==> src/rtl/pwm_skew_pkg.sv <==
package pwm_skew_pkg;
  // edge lag of a channel's group in system-clock cycles
  function automatic int unsigned skew_cycles(int unsigned ch, int unsigned n_grp,
                                              int unsigned step);
    return (ch % n_grp) * step;
  endfunction
endpackage

==> src/rtl/pwm_frame_seq.sv <==
module pwm_frame_seq #(
  parameter int GS_W        = 12,
  parameter int START_TICKS = 5
) (
  input  logic            clk_i,
  input  logic            rst_ni,
  input  logic            tick_i,
  input  logic            blank_i,
  input  logic            latch_i,
  output logic [GS_W-1:0] cnt_o,
  output logic            act_o,
  output logic            hold_o
);
  localparam int PRE_W = (START_TICKS > 1) ? $clog2(START_TICKS) : 1;

  logic             run_q;
  logic [PRE_W-1:0] pre_q;
  logic [GS_W-1:0]  cnt_q;
  logic             hold_q;

  always_ff @(posedge clk_i or negedge rst_ni) begin
    if (!rst_ni) begin
      run_q  <= 1'b0;
      pre_q  <= '0;
      cnt_q  <= '0;
      hold_q <= 1'b0;
    end else if (blank_i) begin
      run_q  <= 1'b0;
      pre_q  <= '0;
      cnt_q  <= '0;
      hold_q <= 1'b0;
    end else begin
      if (tick_i) begin
        if (!run_q) begin
          if (pre_q == PRE_W'(START_TICKS - 1)) begin
            run_q  <= 1'b1;
            cnt_q  <= '0;
            hold_q <= 1'b0;
          end else begin
            pre_q <= pre_q + 1'b1;
          end
        end else begin
          cnt_q <= cnt_q + 1'b1;
          if (cnt_q == '1) hold_q <= 1'b0;  // frame start releases latch hold
        end
      end
      if (latch_i) hold_q <= 1'b1;
    end
  end

  assign cnt_o  = cnt_q;
  assign act_o  = run_q & ~hold_q;
  assign hold_o = hold_q;

  a_r1_blank_hold: assert property (@(posedge clk_i) disable iff (!rst_ni)
    blank_i |=> (cnt_q == '0 && !run_q));
  a_r2_start_on_tick: assert property (@(posedge clk_i) disable iff (!rst_ni)
    $rose(run_q) |-> $past(tick_i));
  a_r3_cnt_idle: assert property (@(posedge clk_i) disable iff (!rst_ni)
    (!tick_i && !blank_i) |=> $stable(cnt_q));
  a_r6_latch_keeps_cnt: assert property (@(posedge clk_i) disable iff (!rst_ni)
    (latch_i && !blank_i && !tick_i) |=> $stable(cnt_q));
  a_r5_wrap_release: assert property (@(posedge clk_i) disable iff (!rst_ni)
    (hold_q && run_q && tick_i && cnt_q == '1 && !blank_i && !latch_i) |=> !hold_q);
endmodule

==> src/rtl/pwm_chan_cmp.sv <==
module pwm_chan_cmp #(
  parameter int N_CH = 24,
  parameter int GS_W = 12
) (
  input  logic                 act_i,
  input  logic [GS_W-1:0]      cnt_i,
  input  logic [N_CH*GS_W-1:0] gs_i,
  output logic [N_CH-1:0]      on_o
);
  for (genvar c = 0; c < N_CH; c++) begin : g_ch
    // on while the frame count is still below the channel's code
    assign on_o[c] = act_i && (cnt_i < gs_i[c*GS_W +: GS_W]);
  end
endmodule

==> src/rtl/pwm_skew_line.sv <==
module pwm_skew_line #(
  parameter int N_CH  = 24,
  parameter int N_GRP = 4,
  parameter int STEP  = 2
) (
  input  logic            clk_i,
  input  logic            rst_ni,
  input  logic [N_CH-1:0] d_i,
  output logic [N_CH-1:0] q_o
);
  for (genvar c = 0; c < N_CH; c++) begin : g_ch
    localparam int D = pwm_skew_pkg::skew_cycles(c, N_GRP, STEP);
    if (D == 0) begin : g_direct
      assign q_o[c] = d_i[c];
    end else begin : g_delay
      logic [D-1:0] sr_q;
      always_ff @(posedge clk_i or negedge rst_ni) begin
        if (!rst_ni) sr_q <= '0;
        else         sr_q <= (sr_q << 1) | D'(d_i[c]);
      end
      assign q_o[c] = sr_q[D-1];
    end
  end
endmodule

==> src/rtl/pwm_skew_ctrl.sv <==
module pwm_skew_ctrl #(
  parameter int N_CH        = 24,
  parameter int GS_W        = 12,
  parameter int N_GRP       = 4,
  parameter int STEP_CYC    = 2,
  parameter int START_TICKS = 5
) (
  input  logic                 clk_i,
  input  logic                 rst_ni,
  input  logic                 tick_i,
  input  logic                 blank_i,
  input  logic                 latch_i,
  input  logic                 ovt_i,
  input  logic [N_CH*GS_W-1:0] gs_i,
  output logic [N_CH-1:0]      en_o
);
  logic [GS_W-1:0] cnt;
  logic            act;
  logic            hold;
  logic [N_CH-1:0] raw_on;
  logic [N_CH-1:0] dly_on;
  logic            ovt_q;
  logic            kill;

  pwm_frame_seq #(.GS_W(GS_W), .START_TICKS(START_TICKS)) u_seq (
    .clk_i  (clk_i),
    .rst_ni (rst_ni),
    .tick_i (tick_i),
    .blank_i(blank_i),
    .latch_i(latch_i),
    .cnt_o  (cnt),
    .act_o  (act),
    .hold_o (hold)
  );

  pwm_chan_cmp #(.N_CH(N_CH), .GS_W(GS_W)) u_cmp (
    .act_i(act),
    .cnt_i(cnt),
    .gs_i (gs_i),
    .on_o (raw_on)
  );

  pwm_skew_line #(.N_CH(N_CH), .N_GRP(N_GRP), .STEP(STEP_CYC)) u_skew (
    .clk_i (clk_i),
    .rst_ni(rst_ni),
    .d_i   (raw_on),
    .q_o   (dly_on)
  );

  // over-temperature release waits for the next oscillator tick
  always_ff @(posedge clk_i or negedge rst_ni) begin
    if (!rst_ni)     ovt_q <= 1'b0;
    else if (ovt_i)  ovt_q <= 1'b1;
    else if (tick_i) ovt_q <= 1'b0;
  end

  // forced-off conditions bypass the skew delay
  assign kill = blank_i | ovt_i | ovt_q | latch_i | hold;
  assign en_o = dly_on & {N_CH{~kill}};

  a_r6_latch_dark: assert property (@(posedge clk_i) disable iff (!rst_ni)
    (latch_i && !tick_i) |=> en_o == '0);
  a_r8_ovt_wait_tick: assert property (@(posedge clk_i) disable iff (!rst_ni)
    (ovt_i && !tick_i) |=> en_o == '0);

  for (genvar c = 0; c < N_CH; c += N_GRP) begin : g_zero
    a_r4_zero_dark: assert property (@(posedge clk_i) disable iff (!rst_ni)
      (gs_i[c*GS_W +: GS_W] == '0) |-> !en_o[c]);
  end
endmodule

==> config.mk <==
export PLATFORM = sky130hd
export DESIGN_NAME = pwm_skew_ctrl
export DESIGN_NICKNAME = d
export VERILOG_FILES = /design/src/rtl/pwm_skew_pkg.sv /design/src/rtl/pwm_frame_seq.sv /design/src/rtl/pwm_chan_cmp.sv /design/src/rtl/pwm_skew_line.sv /design/src/rtl/pwm_skew_ctrl.sv
export SDC_FILE = /design/constraint.sdc
export NUM_CORES = 1
export LEC_CHECK = 0
export CAP_MARGIN = 20
export CORE_ASPECT_RATIO = 1.4
export CORE_MARGIN = 3
export CORE_UTILIZATION = 30
export CTS_CLUSTER_DIAMETER = 30
export DETAILED_ROUTE_END_ITERATION = 6
export PLACE_DENSITY_LB_ADDON = 0.08
export SETUP_SLACK_MARGIN = 0.5
export SLEW_MARGIN = 40
export SYNTH_ARGS = -nofsm -noshare
export SYNTH_HDL_FRONTEND = slang
export SYNTH_SLANG_ARGS = --single-unit
==> constraint.sdc <==
create_clock -name clk_i -period 2.3 [get_ports clk_i]
set_clock_uncertainty 0.1 [all_clocks]
set_input_delay 0.23 -clock clk_i [delete_from_list [all_inputs] [get_ports clk_i]]
set_output_delay 0.23 -clock clk_i [all_outputs]
set_load 0.01 [all_outputs]
==> impl_table.tex <==
\begin{tabular}{lr}
\hline
Metric & Value \\
\hline
\multicolumn{2}{l}{\textbf{STA}} \\
Portion of the clock cycle consumed by the worst path in the final layout & 1.05 \\
Hold Fails Final Rpt & 0 \\
Smallest hold slack & about 0.25 ns \\
Fmax & about 410 MHz \\
Max transition margin & 0.488 \\
Fin crit period & about 2.4 ns \\
Max Transition Viols Final & 0 \\
Setup Viol. Count Final & 23 \\
Final worst-path setup slack & -0.114 ns \\
Unrepaired setup endpoints after global routing & yes \\
Worst slew pin tran & 0.766 ns \\
\multicolumn{2}{l}{\textbf{Floorplan}} \\
Number of rows created at floorplan & 76 \\
Starting density of the core & 0.307 \\
CORE AREA & a little over 30000 um2 \\
Die area & approximately 34000 um2 \\
Die Ht & roughly 220 um \\
I/O pins & between 300 and 400 \\
Die Span X & 157 um \\
\multicolumn{2}{l}{\textbf{Global routing}} \\
Number of antenna violations at the first check in global routing & 4 \\
Number of global-route vias before repair & approximately 10000 \\
GR Util All Layers & 0.203 \\
Largest net degree at the start of global routing & 45 \\
Global-route wire length before repair & 53200 um \\
Leftover overflow at the end of global routing & 0 \\
\multicolumn{2}{l}{\textbf{Hold path}} \\
Number of cells on the worst hold path & 0 \\
Sink of the worst hold path & u\_skew.g\_ch[1].g\_delay.sr\_q[1]\$\_DFF\_PN0\_ \\
Min-Delay Path Class & reg2reg \\
Startpoint of the tightest hold check path & u\_skew.g\_ch[1].g\_delay.sr\_q[0]\$\_DFF\_PN0\_ \\
\multicolumn{2}{l}{\textbf{Detailed routing}} \\
Via/cell ratio & 4.90 \\
Detailed router's first-iteration violation count & around 330 \\
Via count of the routed design & about 9400 \\
Routed WL & between 30000 and 40000 um \\
Wire length per cell after detailed routing & roughly 19 um \\
Antenna-violating nets left & 0 \\
Total iterations of the first detailed-routing run & 4 \\
DRC viols & 0 \\
\multicolumn{2}{l}{\textbf{Synthesis}} \\
Biggest area consumer among synthesized cells & ha\_1 \\
Post-synthesis instance area & roughly 9500 um2 \\
Gate count after technology mapping & $\sim$1100 \\
Synth top area cells & ha\_1 35\%, dfrtp\_1 24\%, inv\_1 11\% \\
Primary flip-flop cell chosen by synthesis mapping & dfrtp\_1 \\
List of most frequent post-synthesis cells & 274 x inv\_1, 267 x ha\_1, 90 x dfrtp\_1 \\
FFs w/ async S/R, synth & 1.00 \\
Count leader, synth & inv\_1 \\
Count of cell types in the netlist & around 40 \\
Area share of the largest cell type after synthesis & 0.350 \\
Register bit count reported by yosys & 90 \\
Post-synth EDFFs & 0 \\
Sequential cell area fraction in the yosys report & 0.236 \\
Synth warn & 0 \\
Avg Synthesized Cell Area & around 8.6 um2 \\
Syn Nets & 1668 \\
\multicolumn{2}{l}{\textbf{Clock network}} \\
Number of clock sinks & 90 \\
Maximum buffer depth of the clock tree & 2 \\
Number of CTS-inserted buffers & 9 \\
Library cell used as clock root buffer & clkbuf\_16 \\
TritonCTS clock tree & yes \\
H-tree depth & 3 \\
Clock Pin Slew Worst Setup and Hold Paths & approximately 0.060 ns \\
Skew-Pair Late Insertion Delay & between 0.3 and 0.4 ns \\
\multicolumn{2}{l}{\textbf{Critical path}} \\
Cell type of the slowest stage on the worst timing path & dfrtp\_4 \\
Worst reg2reg path endpoint & u\_skew.g\_ch[17].g\_delay.sr\_q[0]\$\_DFF\_PN0\_ \\
Cell-by-cell listing of the critical path & buf\_4 > ha\_4 > and4\_1 > a21oi\_1 > o2111ai\_2 > a31oi\_1 > buf\_2 \\
Maximum fanout encountered on the critical timing path & 5 \\
Kind of end point of the critical path & primary output \\
Critical path depth in cells & 7 \\
Number of buffer and inverter stages on the critical path & 2 \\
Required time at the endpoint of the critical path & $\sim$2 ns \\
Family of cells with the greatest summed delay on the critical path & flip-flops \\
Flop2flop setup slack & around 0.12 ns \\
Critical path's largest stage delay & 0.56 ns \\
Type of element launching the critical path & flip-flop \\
Type of the worst setup path & reg2out \\
Worst reg2reg path startpoint & u\_seq.cnt\_o[9]\$\_DFFE\_PN0P\_ \\
Cell depth of the worst flop-to-flop path & 8 \\
CP Data Arrival Time & 2.08 ns \\
\multicolumn{2}{l}{\textbf{Final layout}} \\
Number of non-filler instances in the completed layout & around 1900 \\
Fillers & a little under 3000 \\
Layout Area Growth over Synthesis & 65.4\% \\
Share of layout cells above drive strength 1 & 0.193 \\
\# nets final & 2075 \\
\multicolumn{2}{l}{\textbf{Placement}} \\
IO Port Bufs & 317 \\
Final weighted congestion in routability-driven placement & around 0.83 \\
Inst Count DP & $\sim$1900 \\
Final HPWL DP & between 20000 and 30000 um \\
\multicolumn{2}{l}{\textbf{Status}} \\
Result of the run & finished with violations \\
Violations in the final reports & negative setup slack \\
\multicolumn{2}{l}{\textbf{Power and ir drop}} \\
Power per standard cell area & 268 nW/um2 \\
Post-route total power & 4.23 mW \\
Worst supply voltage drop on vdd & roughly 0.26 mV \\
Leakage power of the design & between 8 and 9 nW \\
\multicolumn{2}{l}{\textbf{Job}} \\
Number of maximum-capacitance constraint violations & 0 \\
\hline
\end{tabular}
-- worst max path at each step --
stage | startpoint | to
floorplan | u_seq.cnt_o[9]$_DFFE_PN0P_ | u_skew.g_ch[15].g_delay.sr_q[0]$_DFF_PN0_
global placement | blank_i | en_o[7]
detailed placement | blank_i | en_o[9]
CTS | ovt_q$_DFFE_PN0P_ | en_o[8]
global route | u_seq.hold_o$_DFFE_PN0P_ | en_o[8]
finish | u_seq.cnt_o[11]$_DFFE_PN0P_ | en_o[8]
-- logic make-up (layout without fill, tap and decap cells) --
logic type | Yosys count | count (layout) | share of synthesized area
AOI/OAI and AO/OA | 222 | 222 | 0.149
other | 0 | 2 | 0
and+or+nand+nor | 237 | 237 | 0.145
buffers and inverters | 284 | 696 | 0.114
xor gates and xnor gates | 7 | 7 | 0.00642
DFF | 90 | 90 | 0.236
adders and majority gates | 267 | 267 | 0.350
-- state kept, by name, summed over array words and instances (netlist names) --
register / cells
ovt_q: 1
u_seq.hold_o: 1
u_skew.g_ch.g_delay.sr_q: 72
u_seq.run_q: 1
u_seq.pre_q: 3
u_seq.cnt_o: 12
-- metal layers --
| layer | vias to the layer above | global-route usage | routed length, um |
|---|---|---|---|
| li1 | 4691 | - | - |
| met3 | 40 | 0.0364 | 1930 |
| met4 | 4 | 0.0499 | 643 |
| met1 | 4392 | 0.236 | 14300 |
| met2 | 246 | 0.379 | 18500 |
| met5 | - | 0 | 20 |
-- report_power, final --
part	internal, mW	total [mW]	leakage (nW)	switching, mW
Sequential	1.60	1.60	1.23	0.00769
Clock	0.934	1.55	0.152	0.616
Combinational	0.666	1.07	6.95	0.408
-- layout by cell type (no fill, tap or decap), drive strengths merged, types with 13 or more instances in the layout --
| cell type | synthesis | layout |
|---|---|---|
| nand2b | 20 | 20 |
| nand4 | 40 | 40 |
| dfrtp | 90 | 90 |
| clkbuf | 7 | 14 |
| and4 | 15 | 15 |
| ha | 267 | 267 |
| nand2 | 18 | 18 |
| nand3 | 29 | 29 |
| a21oi | 74 | 74 |
| a2111oi | 14 | 14 |
| nor3 | 24 | 24 |
| a211o | 13 | 13 |
| and2 | 19 | 19 |
| o21ai | 38 | 38 |
| nor4 | 16 | 16 |
| inv | 274 | 274 |
| nor2 | 29 | 29 |
| buf | 3 | 112 |
| a21o | 53 | 53 |
| clkdlybuf4s50 | 0 | 292 |
-- through the flow --
step / worst slack (ns) / TNS, ns / util / area, um2
3_5_place_dp: -0.448 / -9.23 / 0.447 / 13900
4_1_cts: -0.142 / -0.893 / 0.492 / 15300
3_3_place_gp: -0.439 / -8.96 / 0.447 / 13900
6_report: -0.114 / -1.67 / 0.508 / 15800
5_1_grt: -0.264 / -3.70 / 0.508 / 15800
2_1_floorplan: 0.449 / 0 / - / 9860
-- timing repair --
action,4_1_cts,5_1_grt
resized for setup,250,93
hold endpoints to repair,41,0
setup buffers,30,4
hold buffers,1,0
pin swaps,69,68
endpoints found under the setup margin,49,53
cloned,1,1
-- final cells by class --
| class | count | area (um2) | share of cell area |
|---|---|---|---|
| flip-flops and latches | 90 | 2280 | 0.145 |
| multi-input cells | 733 | 7430 | 0.471 |
| well taps | 390 | 488 | 0.0309 |
| diodes | 2 | 5.00 | 0.000317 |
| clock inverters | 3 | 46.3 | 0.00293 |
| inverters | 274 | 1030 | 0.0652 |
| repair buffers | 406 | 4240 | 0.268 |
| clock buffers | 13 | 270 | 0.0171 |
Power figures use the tool's default switching activity.
